<file path="src/rtl/pg_mon_pkg.sv">
`timescale 1ns/1ps
package pg_mon_pkg;

    // Fixed-point scaling: threshold = ref * NUM / SCALE_DEN
    localparam int unsigned SCALE_DEN   = 1000;
    localparam int unsigned NUM_OV_SET  = 1110;
    localparam int unsigned NUM_OV_CLR  = 1075;
    localparam int unsigned NUM_UV_SET  = 890;
    localparam int unsigned NUM_UV_CLR  = 925;
    localparam int unsigned THR_COUNT   = 4;

    // Threshold slot order used by the generate loop in the top module
    localparam int unsigned IDX_OV_SET  = 0;
    localparam int unsigned IDX_OV_CLR  = 1;
    localparam int unsigned IDX_UV_SET  = 2;
    localparam int unsigned IDX_UV_CLR  = 3;

    localparam int unsigned THR_NUM [THR_COUNT] = '{NUM_OV_SET, NUM_OV_CLR,
                                                   NUM_UV_SET, NUM_UV_CLR};

    // Window side selector for the hysteretic comparator
    typedef enum logic {
        SIDE_BELOW = 1'b0,
        SIDE_ABOVE = 1'b1
    } win_side_e;

    // Registered state of the power-good gate
    typedef struct packed {
        logic ss_seen;
    } gate_state_t;

    // Registered state of one hysteretic comparator
    typedef struct packed {
        logic trip;
    } cmp_state_t;

endpackage

</file>
<file path="src/rtl/pg_scale.sv">
`timescale 1ns/1ps
// Scales an unsigned code by NUM/DEN, rounding toward zero.
module pg_scale #(
    parameter int unsigned W   = 12,
    parameter int unsigned NUM = 1000,
    parameter int unsigned DEN = 1000
) (
    input  logic [W-1:0] code_i,
    output logic [W:0]   scaled_o
);
    localparam int unsigned NUM_W = $clog2(NUM + 1);
    localparam int unsigned PW    = W + NUM_W;

    logic [PW-1:0] product;
    logic [PW-1:0] quotient;

    always_comb begin
        product  = PW'(code_i) * PW'(NUM);
        quotient = product / PW'(DEN);
        scaled_o = (W+1)'(quotient);
    end
endmodule

</file>
<file path="src/rtl/pg_hyst_cmp.sv">
`timescale 1ns/1ps
// Hysteretic comparator, updated only on a strobed edge.
module pg_hyst_cmp
    import pg_mon_pkg::*;
#(
    parameter int unsigned W    = 12,
    parameter win_side_e   SIDE = SIDE_ABOVE
) (
    input  logic         clk,
    input  logic         rst_n,
    input  logic         stb_i,
    input  logic [W-1:0] sample_i,
    input  logic [W:0]   set_lvl_i,
    input  logic [W:0]   clr_lvl_i,
    output logic         trip_o
);
    cmp_state_t st_d, st_q;
    logic       hit_set;
    logic       hit_clr;
    logic [W:0] sample_x;

    assign sample_x = {1'b0, sample_i};

    generate
        if (SIDE == SIDE_ABOVE) begin : g_above
            assign hit_set = (sample_x > set_lvl_i);
            assign hit_clr = (sample_x <= clr_lvl_i);
        end else begin : g_below
            assign hit_set = (sample_x < set_lvl_i);
            assign hit_clr = (sample_x >= clr_lvl_i);
        end
    endgenerate

    always_comb begin
        st_d = st_q;
        if (stb_i) begin
            if (hit_set) begin
                st_d.trip = 1'b1;
            end else if (hit_clr) begin
                st_d.trip = 1'b0;
            end
        end
    end

    always_ff @(posedge clk or negedge rst_n) begin
        if (!rst_n) begin
            st_q <= '0;
        end else begin
            st_q <= st_d;
        end
    end

    assign trip_o = st_q.trip;
endmodule

</file>
<file path="src/rtl/pg_gate.sv">
`timescale 1ns/1ps
// Soft-start memory and combinational power-good gating.
module pg_gate
    import pg_mon_pkg::*;
(
    input  logic clk,
    input  logic rst_n,
    input  logic enable_i,
    input  logic ss_done_i,
    input  logic fault_i,
    input  logic ov_i,
    input  logic uv_i,
    output logic pgood_o
);
    gate_state_t st_d, st_q;

    always_comb begin
        st_d = st_q;
        if (!enable_i || fault_i) begin
            st_d.ss_seen = 1'b0;
        end else if (ss_done_i) begin
            st_d.ss_seen = 1'b1;
        end
    end

    always_ff @(posedge clk or negedge rst_n) begin
        if (!rst_n) begin
            st_q <= '0;
        end else begin
            st_q <= st_d;
        end
    end

    assign pgood_o = st_q.ss_seen & enable_i & ~fault_i & ~ov_i & ~uv_i;
endmodule

</file>
<file path="src/rtl/pg_window_mon.sv">
`timescale 1ns/1ps
module pg_window_mon
    import pg_mon_pkg::*;
#(
    parameter int unsigned W = 12
) (
    input  logic         clk,
    input  logic         rst_n,
    input  logic         sample_stb,
    input  logic [W-1:0] fb_code,
    input  logic [W-1:0] ref_code,
    input  logic         enable,
    input  logic         ss_done,
    input  logic         fault_shdn,
    output logic         pgood,
    output logic         ov_flag,
    output logic         uv_flag
);
    logic [W:0] thr [THR_COUNT];

    generate
        for (genvar i = 0; i < THR_COUNT; i++) begin : g_thr
            pg_scale #(
                .W   (W),
                .NUM (THR_NUM[i]),
                .DEN (SCALE_DEN)
            ) u_scale (
                .code_i   (ref_code),
                .scaled_o (thr[i])
            );
        end
    endgenerate

    pg_hyst_cmp #(.W(W), .SIDE(SIDE_ABOVE)) u_ov_cmp (
        .clk       (clk),
        .rst_n     (rst_n),
        .stb_i     (sample_stb),
        .sample_i  (fb_code),
        .set_lvl_i (thr[IDX_OV_SET]),
        .clr_lvl_i (thr[IDX_OV_CLR]),
        .trip_o    (ov_flag)
    );

    pg_hyst_cmp #(.W(W), .SIDE(SIDE_BELOW)) u_uv_cmp (
        .clk       (clk),
        .rst_n     (rst_n),
        .stb_i     (sample_stb),
        .sample_i  (fb_code),
        .set_lvl_i (thr[IDX_UV_SET]),
        .clr_lvl_i (thr[IDX_UV_CLR]),
        .trip_o    (uv_flag)
    );

    pg_gate u_gate (
        .clk       (clk),
        .rst_n     (rst_n),
        .enable_i  (enable),
        .ss_done_i (ss_done),
        .fault_i   (fault_shdn),
        .ov_i      (ov_flag),
        .uv_i      (uv_flag),
        .pgood_o   (pgood)
    );
endmodule

</file>
<file path="config.mk">
export PLATFORM = sky130hd
export DESIGN_NAME = pg_window_mon
export DESIGN_NICKNAME = d
export VERILOG_FILES = /design/src/rtl/pg_mon_pkg.sv /design/src/rtl/pg_scale.sv /design/src/rtl/pg_hyst_cmp.sv /design/src/rtl/pg_gate.sv /design/src/rtl/pg_window_mon.sv
export SDC_FILE = /design/constraint.sdc
export NUM_CORES = 1
export LEC_CHECK = 0
export CAP_MARGIN = 20
export CORE_ASPECT_RATIO = 0.7
export CORE_MARGIN = 10
export CORE_UTILIZATION = 40
export DETAILED_ROUTE_END_ITERATION = 8
export GPL_TIMING_DRIVEN = 0
export MAX_ROUTING_LAYER = met4
export PLACE_DENSITY_LB_ADDON = 0.2
export SLEW_MARGIN = 20
export SYNTH_ARGS = -nofsm -noshare
export SYNTH_HDL_FRONTEND = slang
export SYNTH_SLANG_ARGS = --single-unit
</file>
<file path="constraint.sdc">
create_clock -name clk -period 2.4 [get_ports clk]
set_input_delay 0.24 -clock clk [delete_from_list [all_inputs] [get_ports clk]]
set_output_delay 0.24 -clock clk [all_outputs]
set_load 0.05 [all_outputs]
</file>
# Yosys cells after proc, flatten, opt, wreduce, memory -nomap -nowiden

Cells that the tools add are included.

Flip-flop bits (word level): 3
Bits of input ports: 30
Output and inout port bits: 3
Logic and storage cells: 35

$mul: 4
Divide/modulo/power cells: 4
$lt $le $gt $ge: 4
Multiplexer cells: 6
Bitwise logic cells: 7
Reductions and logical operators: 7

Operators with widths:

| cell                   | count |
|---|---|
| $div 23x10->23 const B | 2 |
| $div 22x10->22 const B | 2 |
| $mul 12x10->22 const B | 2 |
| $mul 12x11->23 const B | 1 |
| $mul 12x9->21 const B  | 1 |
| $ge 12x13->1           | 1 |
| $gt 12x13->1           | 1 |
| $le 12x13->1           | 1 |
| $lt 12x13->1           | 1 |
| $mux 1                 | 6 |
| $reduce_bool 2->1      | 3 |
| $and 1x1->1            | 4 |
| $reduce_and 2->1       | 2 |
| $not 1->1              | 3 |
| $logic_not 1->1        | 1 |
| $logic_or 1x1->1       | 1 |

# Logic depth before layout (Yosys ltp)

Gate-level depths: netlist (run 1).

Word-level depth: 5
Depth in mapped cells: 74
Gate-level depth less buffers: 67

# Cells and area by module

From an unflattened synthesis (run 1), not the netlist that was laid out.

Cell total of the unflattened synthesis: 4604
Area total of the unflattened synthesis: 33560.9 µm²

Modules (own cells, without submodules):

| module                       | instances | cells each | area each (µm²) | sequential area each (µm²) |
|---|---|---|---|---|
| pg_scale at g_thr[2].u_scale | 1         | 1431       | 10124.7         | 0.0 |
| pg_scale at g_thr[0].u_scale | 1         | 1464       | 10113.4         | 0.0 |
| pg_scale at g_thr[3].u_scale | 1         | 804        | 6307.3          | 0.0 |
| pg_scale at g_thr[1].u_scale | 1         | 728        | 5604.1          | 0.0 |
| pg_hyst_cmp at u_ov_cmp      | 1         | 88         | 688.2           | 25.0 |
| pg_hyst_cmp at u_uv_cmp      | 1         | 84         | 653.1           | 25.0 |
| pg_gate                      | 1         | 5          | 70.1            | 25.0 |

# Worst setup path before layout (run 1)

Ideal clock, no wire load.

Kind: input-to-reg
Start: input port ref_code[2]
End: register u_uv_cmp.st_q, in the netlist u_uv_cmp.trip_o
Setup time: 0.067 ns
Arrival: 14.537 ns
Data required time: 2.333 ns
Setup slack: -12.203 ns
Cell stages on the path: 66
Path buffers: 5
Cells stage by stage: fa_1 -> fa_1 -> fa_1 -> fa_1 -> fa_1 -> ha_1 -> clkbuf_1 -> a21o_1 -> a21o_1 -> a21oi_1 -> o21ai_2 -> a221oi_2 -> xor2_1 -> nor4_2 -> buf_2 -> mux2i_1 -> o2111ai_1 -> a211oi_1 -> [30 not listed] -> a21o_1 -> a21oi_1 -> nor2b_1 -> o21ai_0 -> nand2b_1 -> a21oi_1 -> nor2b_1 -> o21ai_0 -> nand2b_1 -> a21oi_1 -> nor2b_1 -> o21ai_0 -> nand2b_1 -> a21oi_1 -> o21ai_0 -> a21boi_0 -> o41ai_1 -> a41o_1

Word-level cells in the longest chain between the ends: 5
Elaborated cells between the ends (all ways): 9
Those cells by class: 2 x mul; 2 x div; 2 x order compare; 1 x mux; 2 x reduce/logical

Ends and longest elaborated chain:

| element                                         | line                                 | text |
|---|---|---|
| start, declared                                 | pg_window_mon.sv:11                  | `input logic [W-1:0] ref_code,` |
| $mul 12x10->22 or $mul 12x9->21 (tied branches) | pg_scale.sv:18                       | `product = PW'(code_i) * PW'(NUM);` |
| $div 22x10->22                                  | pg_scale.sv:19                       | `quotient = product / PW'(DEN);` |
| $ge 12x13->1 or $lt 12x13->1 (tied branches)    | pg_hyst_cmp.sv:30, pg_hyst_cmp.sv:29 |  |
| $reduce_bool 2->1 (no source line)              | n/a                                  |  |
| $reduce_and 2->1 (no source line)               | n/a                                  |  |
| end signal, assigned                            | pg_hyst_cmp.sv:49                    | `st_q <= st_d;` |
| end, declared                                   | pg_hyst_cmp.sv:17                    | `cmp_state_t st_d, st_q;` |

Parallel ways exist; a longest one is shown, timed or not.
A chain may end at the register's enable or synchronous reset.

# Worst setup path after layout (run 1)

Start: input port ref_code[3]
End: register u_uv_cmp.st_q, in the netlist u_uv_cmp.trip_o

Same word-level chain as after synthesis.

==> results.json, run 1 <==
{
  "totalWireLength_um": 85900,
  "grt_pass1_vias": 24693,
  "die_area_mm2": 0.0689,
  "netlist_instances": 3136,
  "reg2regPathDepth": 5,
  "worst_slew_pin_slew_ps": 1150,
  "io_buffers": 32,
  "timing.final.hold_violations": 0,
  "synth-main-ff-cell": "dfrtp_1",
  "max-clock-path-buffers": 2,
  "pin_count": 33,
  "cp-endpoint": "u_uv_cmp.trip_o$_DFFE_PN0P_",
  "yosys.area.top_type": "ha_1",
  "path_class": "in -> reg",
  "start_util": 0.403,
  "synth_nets": 3554,
  "drtPass1Iterations": 7,
  "synth_area_mm2": 0.0234,
  "async_flop_share": 1.00,
  "ys_types": 139,
  "hp-class": "in -> async",
  "ys_ff_latch": 3,
  "status": "complete, but fails checks",
  "gp_congestion": 0.938,
  "synth-edff-count": 0,
  "synth_top_area_frac": 0.142,
  "drv_cap": 0,
  "cp_data_arrival_time_ps": 14940,
  "core_mm2": 0.0581,
  "relSlewSlack": 0.228,
  "setup.worst_path.start_class": "input pin",
  "final_max_slew_viol_count": 0,
  "wl_met1_um": 42900,
  "finish.instance_area_mm2": 0.0301,
  "nets": 3802,
  "dieHeight_um": 223,
  "via_per_inst": 6.50,
  "grt_pass1_wl_um": 135000,
  "ctsRootBufferMaster": "clkbuf_16",
  "fmax_mhz": 67.5,
  "synth_common_cells": "266 x ha_1, 229 x nand2_1, 223 x inv_1",
  "ant_nets": 0,
  "grt_max_degree": 18,
  "grt_util_all_layers": 0.238,
  "wl_met2_um": 36100,
  "fin_skew_ps": 0,
  "grt-ovfl-total": 0,
  "cts_buffers": 3,
  "max_stage_delay_ps": 620,
  "clkLatencyLatePin_ps": 220,
  "clk_pin_slew_ps": 30,
  "die_w_um": 309,
  "setup_violations": 2,
  "post-route-drc-count": 0,
  "row_count": 74,
  "wl_per_cell_um": 20.7,
  "antenna_found_initial": 1,
  "vias": 26921,
  "routed.top_layer": "met4",
  "r2r_end": "u_uv_cmp.trip_o$_DFFE_PN0P_",
  "period_minus_slack_ps": 14810,
  "fin_crit_sh": 6.17,
  "post-synth-top-count-cell": "ha_1",
  "wl_met3_um": 5920,
  "cts.htree.levels": 1,
  "dp_hpwl_um": 65700,
  "hold_buffers": 0,
  "cpMaxStageDelayCell": "fa_1",
  "cts_sinks": 3,
  "drive_gt1_frac": 0.257,
  "synth_seq_area_share": 0.00320,
  "synth_area_leaders": "ha_1 14%, fa_1 10%, xnor2_1 5.2%",
  "required_ps": 2530,
  "yosysWarnings": 0,
  "postSynthAreaPerCell_um2": 7.48,
  "area_growth_pct": 28.5,
  "placed_cell_area_mm2": 0.0256,
  "crit_path_max_fanout": 14,
  "critPathLaunch": "ref_code[3]",
  "drtIter0Drc": 2435,
  "r2r_slack_ps": 700,
  "rr_startpoint": "u_uv_cmp.trip_o$_DFFE_PN0P_",
  "violations": "negative setup slack",
  "end_kind": "flip-flop",
  "setup_ws_ps": -12410,
  "cts_tree": "built",
  "rsz0062_at_grt": "true"
}
-- metal layers --
metal,vias up,GRT usage
li1,12622,-
met1,13109,0.367
met2,1104,0.337
met3,86,0.0215
met4,0,0.0280
met5,-,-
-- what timing repair did --
item,CTS,global route
pin swaps,116,147
setup endpoints to repair,2,2
buffers inserted,123,97
cloned,1,2
resized for setup,335,232
-- worst max-delay path: cells and delay by family --
kind	cells	cell delay, ps
buf+inv	8	1270
compound gates	35	6580
mux	4	1220
fa+ha+maj	7	3100
xor+xnor	1	130
simple gates	14	2350
-- how the worst min path moves through the flow --
| stage | start | endpoint | slack, ps | cells after the start |
|---|---|---|---|---|
| finish | rst_n | u_gate.st_q$_DFFE_PN0P_ | 210 | 1 |
| global route | rst_n | u_ov_cmp.trip_o$_DFFE_PN0P_ | 220 | 1 |
| CTS | rst_n | u_gate.st_q$_DFFE_PN0P_ | 210 | 1 |
| detailed placement | rst_n | u_gate.st_q$_DFFE_PN0P_ | 440 | 1 |
| global placement | rst_n | u_gate.st_q$_DFFE_PN0P_ | 450 | 1 |
| floorplan | rst_n | u_gate.st_q$_DFFE_PN0P_ | -60 | 0 |
-- cell families after synthesis --
group | count (synthesis) | synth area share
flops | 3 | 0.00320
simple gates | 1016 | 0.222
mux | 84 | 0.0380
fa+ha+maj | 397 | 0.250
compound gates | 1122 | 0.359
xor+xnor | 188 | 0.0712
buf+inv | 326 | 0.0567
-- area by class of cell --
cell class	instances	area [µm²]
flip-flops and latches	3	75.1
fillers	5513	28000
well taps	760	951
multi-input cells	2807	25400
plain buffers	84	536
clock buffers	4	78.8
inverters	232	882
diodes	1	2.50
repair buffers	253	2180
-- placed cells by master, fill, tap and decap left out, drive strengths merged, types with 31 or more instances in the layout --
cell / n
ha: 266
o21a: 44
inv: 230
o211ai: 69
buf: 279
clkbuf: 42
and3: 39
o31ai: 34
o21ai: 183
a21o: 65
a21oi: 213
nor3: 128
xnor2: 142
nor4: 51
nand3: 117
a31oi: 46
a211oi: 57
mux2: 31
xor2: 46
and2: 41
mux2i: 53
nand4: 45
fa: 122
nor2: 217
nand2: 232
-- sequential cells by signal (all words and copies together) (netlist names) --
signal,cells
u_gate.st_q,1
u_ov_cmp.trip_o,1
u_uv_cmp.trip_o,1
-- per-stage QoR --
step | setup TNS, ps | std cells | setup slack, ps | hold slack [ps] | util
final | -24630 | 4144 | -12410 | 213 | 0.518
after global routing | -25920 | 4144 | -12990 | 218 | 0.518
after CTS | -24580 | 4048 | -12310 | 213 | 0.484
after detailed placement | -30390 | 3928 | -15390 | 443 | 0.441
after global placement | -30030 | 3928 | -15100 | 448 | 0.441
after floorplan | -22120 | 3136 | -11220 | -55.6 | -
Power of run 1 is left out: the tool's default activity adds up to more than one toggle a clock period on the data nets, which glitch-free logic cannot reach.
==> inputs of run 2 (changes only) <==
--- a/config.mk
+++ b/config.mk
@@ -6,14 +6,13 @@
 export NUM_CORES = 1
 export LEC_CHECK = 0
 export CAP_MARGIN = 20
-export CORE_ASPECT_RATIO = 0.7
+export CORE_ASPECT_RATIO = 1.5
 export CORE_MARGIN = 10
 export CORE_UTILIZATION = 40
 export DETAILED_ROUTE_END_ITERATION = 8
 export GPL_TIMING_DRIVEN = 0
 export MAX_ROUTING_LAYER = met4
 export PLACE_DENSITY_LB_ADDON = 0.2
-export SLEW_MARGIN = 20
 export SYNTH_ARGS = -nofsm -noshare
 export SYNTH_HDL_FRONTEND = slang
 export SYNTH_SLANG_ARGS = --single-unit
==> constraint.sdc (replaced) <==
create_clock -name clk -period 16.3 [get_ports clk]
set_input_delay 1.63 -clock clk [delete_from_list [all_inputs] [get_ports clk]]
set_output_delay 1.63 -clock clk [all_outputs]
set_load 0.05 [all_outputs]
==> results.json, run 2 (synthesis results as in run 1) <==
{
  "status": "complete, but fails checks",
  "violations": "negative setup slack",
  "whs_path_depth": 2,
  "clk_pin_slew_ps": 40,
  "period_minus_slack_ps": 16330,
  "final_max_slew_viol_count": 0,
  "cts_tree": "built",
  "setup_ws_ps": -27.8,
  "cp_data_arrival_time_ps": 16470,
  "drv_cap": 0,
  "dp_hpwl_um": 66600,
  "post-route-drc-count": 0,
  "core_mm2": 0.0580,
  "grt_pass1_vias": 26217,
  "cpMaxStageDelayCell": "fa_1",
  "row_count": 108,
  "start_util": 0.404,
  "cts.htree.levels": 1,
  "grt_util_all_layers": 0.241,
  "via_per_inst": 6.41,
  "fmax_mhz": 61.2,
  "crit_path_max_fanout": 11,
  "vias": 26581,
  "wl_per_cell_um": 21.0,
  "rsz0062_at_grt": "true",
  "drtIter0Drc": 1637,
  "relSlewSlack": 0.233,
  "die_w_um": 218,
  "grt_pass1_wl_um": 135000,
  "ctsRootBufferMaster": "clkbuf_16",
  "ant_nets": 0,
  "end_kind": "flip-flop",
  "area_growth_pct": 27.4,
  "cts_sinks": 3,
  "io_buffers": 32,
  "gp_congestion": 0.941,
  "fin_crit_sh": 1.00,
  "timing.final.hold_violations": 0,
  "pin_count": 33,
  "max-clock-path-buffers": 2,
  "fin_skew_ps": 0,
  "reg2regPathDepth": 5,
  "layoutNonFillerInstCount": 4144,
  "place_inst": 3940,
  "drtPass1Iterations": 5,
  "required_ps": 16440,
  "clkLatencyLatePin_ps": 230,
  "place_ws_ps": -3780,
  "worst_slew_pin_slew_ps": 1140,
  "die_area_mm2": 0.0689,
  "grt_max_degree": 16,
  "max_stage_delay_ps": 590,
  "final_cell_mix": "255 x ha_1, 222 x nand2_1, 221 x inv_1",
  "final_common_cell": "ha_1",
  "setup_violations": 1,
  "grt-ovfl-total": 0,
  "setup.worst_path.start_class": "input pin",
  "path_class": "in -> reg",
  "antenna_found_initial": 1,
  "drive_gt1_frac": 0.251,
  "totalWireLength_um": 87000,
  "hp-class": "reg -> reg",
  "hold_slack_ps": 491,
  "cts_buffers": 3,
  "cp_common_cell": "buf_4",
  "nets": 3791,
  "dieHeight_um": 317
}
## run 2: area by class of cell
type	instances	area, µm²
diodes	2	5.00
plain buffers	81	493
inverters	232	878
clock buffers	4	78.8
flip-flops and latches	3	75.1
multi-input cells	2807	25300
well taps	770	963
fillers	5518	28100
repair buffers	245	2100
## run 2: worst max-delay path, delay by kind of cell
kind / cells / cell delay, ps
mux: 3 / 720
simple gates: 15 / 2490
compound gates: 33 / 5490
buf+inv: 16 / 2470
fa+ha+maj: 8 / 3610
## run 2: final timing paths
check,start,endpoint,slack (ps)
hold / removal,u_gate.st_q$_DFFE_PN0P_,u_gate.st_q$_DFFE_PN0P_,490
setup reg to reg,u_uv_cmp.trip_o$_DFFE_PN0P_,u_uv_cmp.trip_o$_DFFE_PN0P_,14690
hold reg to reg,u_gate.st_q$_DFFE_PN0P_,u_gate.st_q$_DFFE_PN0P_,490
max in group asynchronous,rst_n,u_gate.st_q$_DFFE_PN0P_,14440
min in group asynchronous,rst_n,u_uv_cmp.trip_o$_DFFE_PN0P_,1640
setup / recovery,ref_code[1],u_uv_cmp.trip_o$_DFFE_PN0P_,-30
## run 2: timing repair
| item | CTS | global route |
|---|---|---|
| gates resized for setup | 458 | 258 |
| gates cloned | 1 | 1 |
| hold buffers | 0 | 0 |
| setup endpoints to repair | 2 | 2 |
| pin swaps | 94 | 135 |
| setup buffers | 101 | 109 |
## run 2: metal layers
metal	global-route usage	up-vias	share of wire
li1	-	12541	-
met1	0.254	13049	0.39
met2	0.453	746	0.53
met3	0.0155	245	0.033
met4	0.0992	0	0.045
met5	-	-	0
## run 2: per-stage QoR
step                      setup TNS [ps]  utilization  cell area, µm²
after floorplan                        0            -           23400
after global placement             -6500        0.427           24700
after detailed placement           -6800        0.428           24800
after CTS                         -0.274        0.479           27800
after global routing                -950        0.515           29900
final                              -27.8        0.515           29900
Power of run 2 is left out for the same reason.
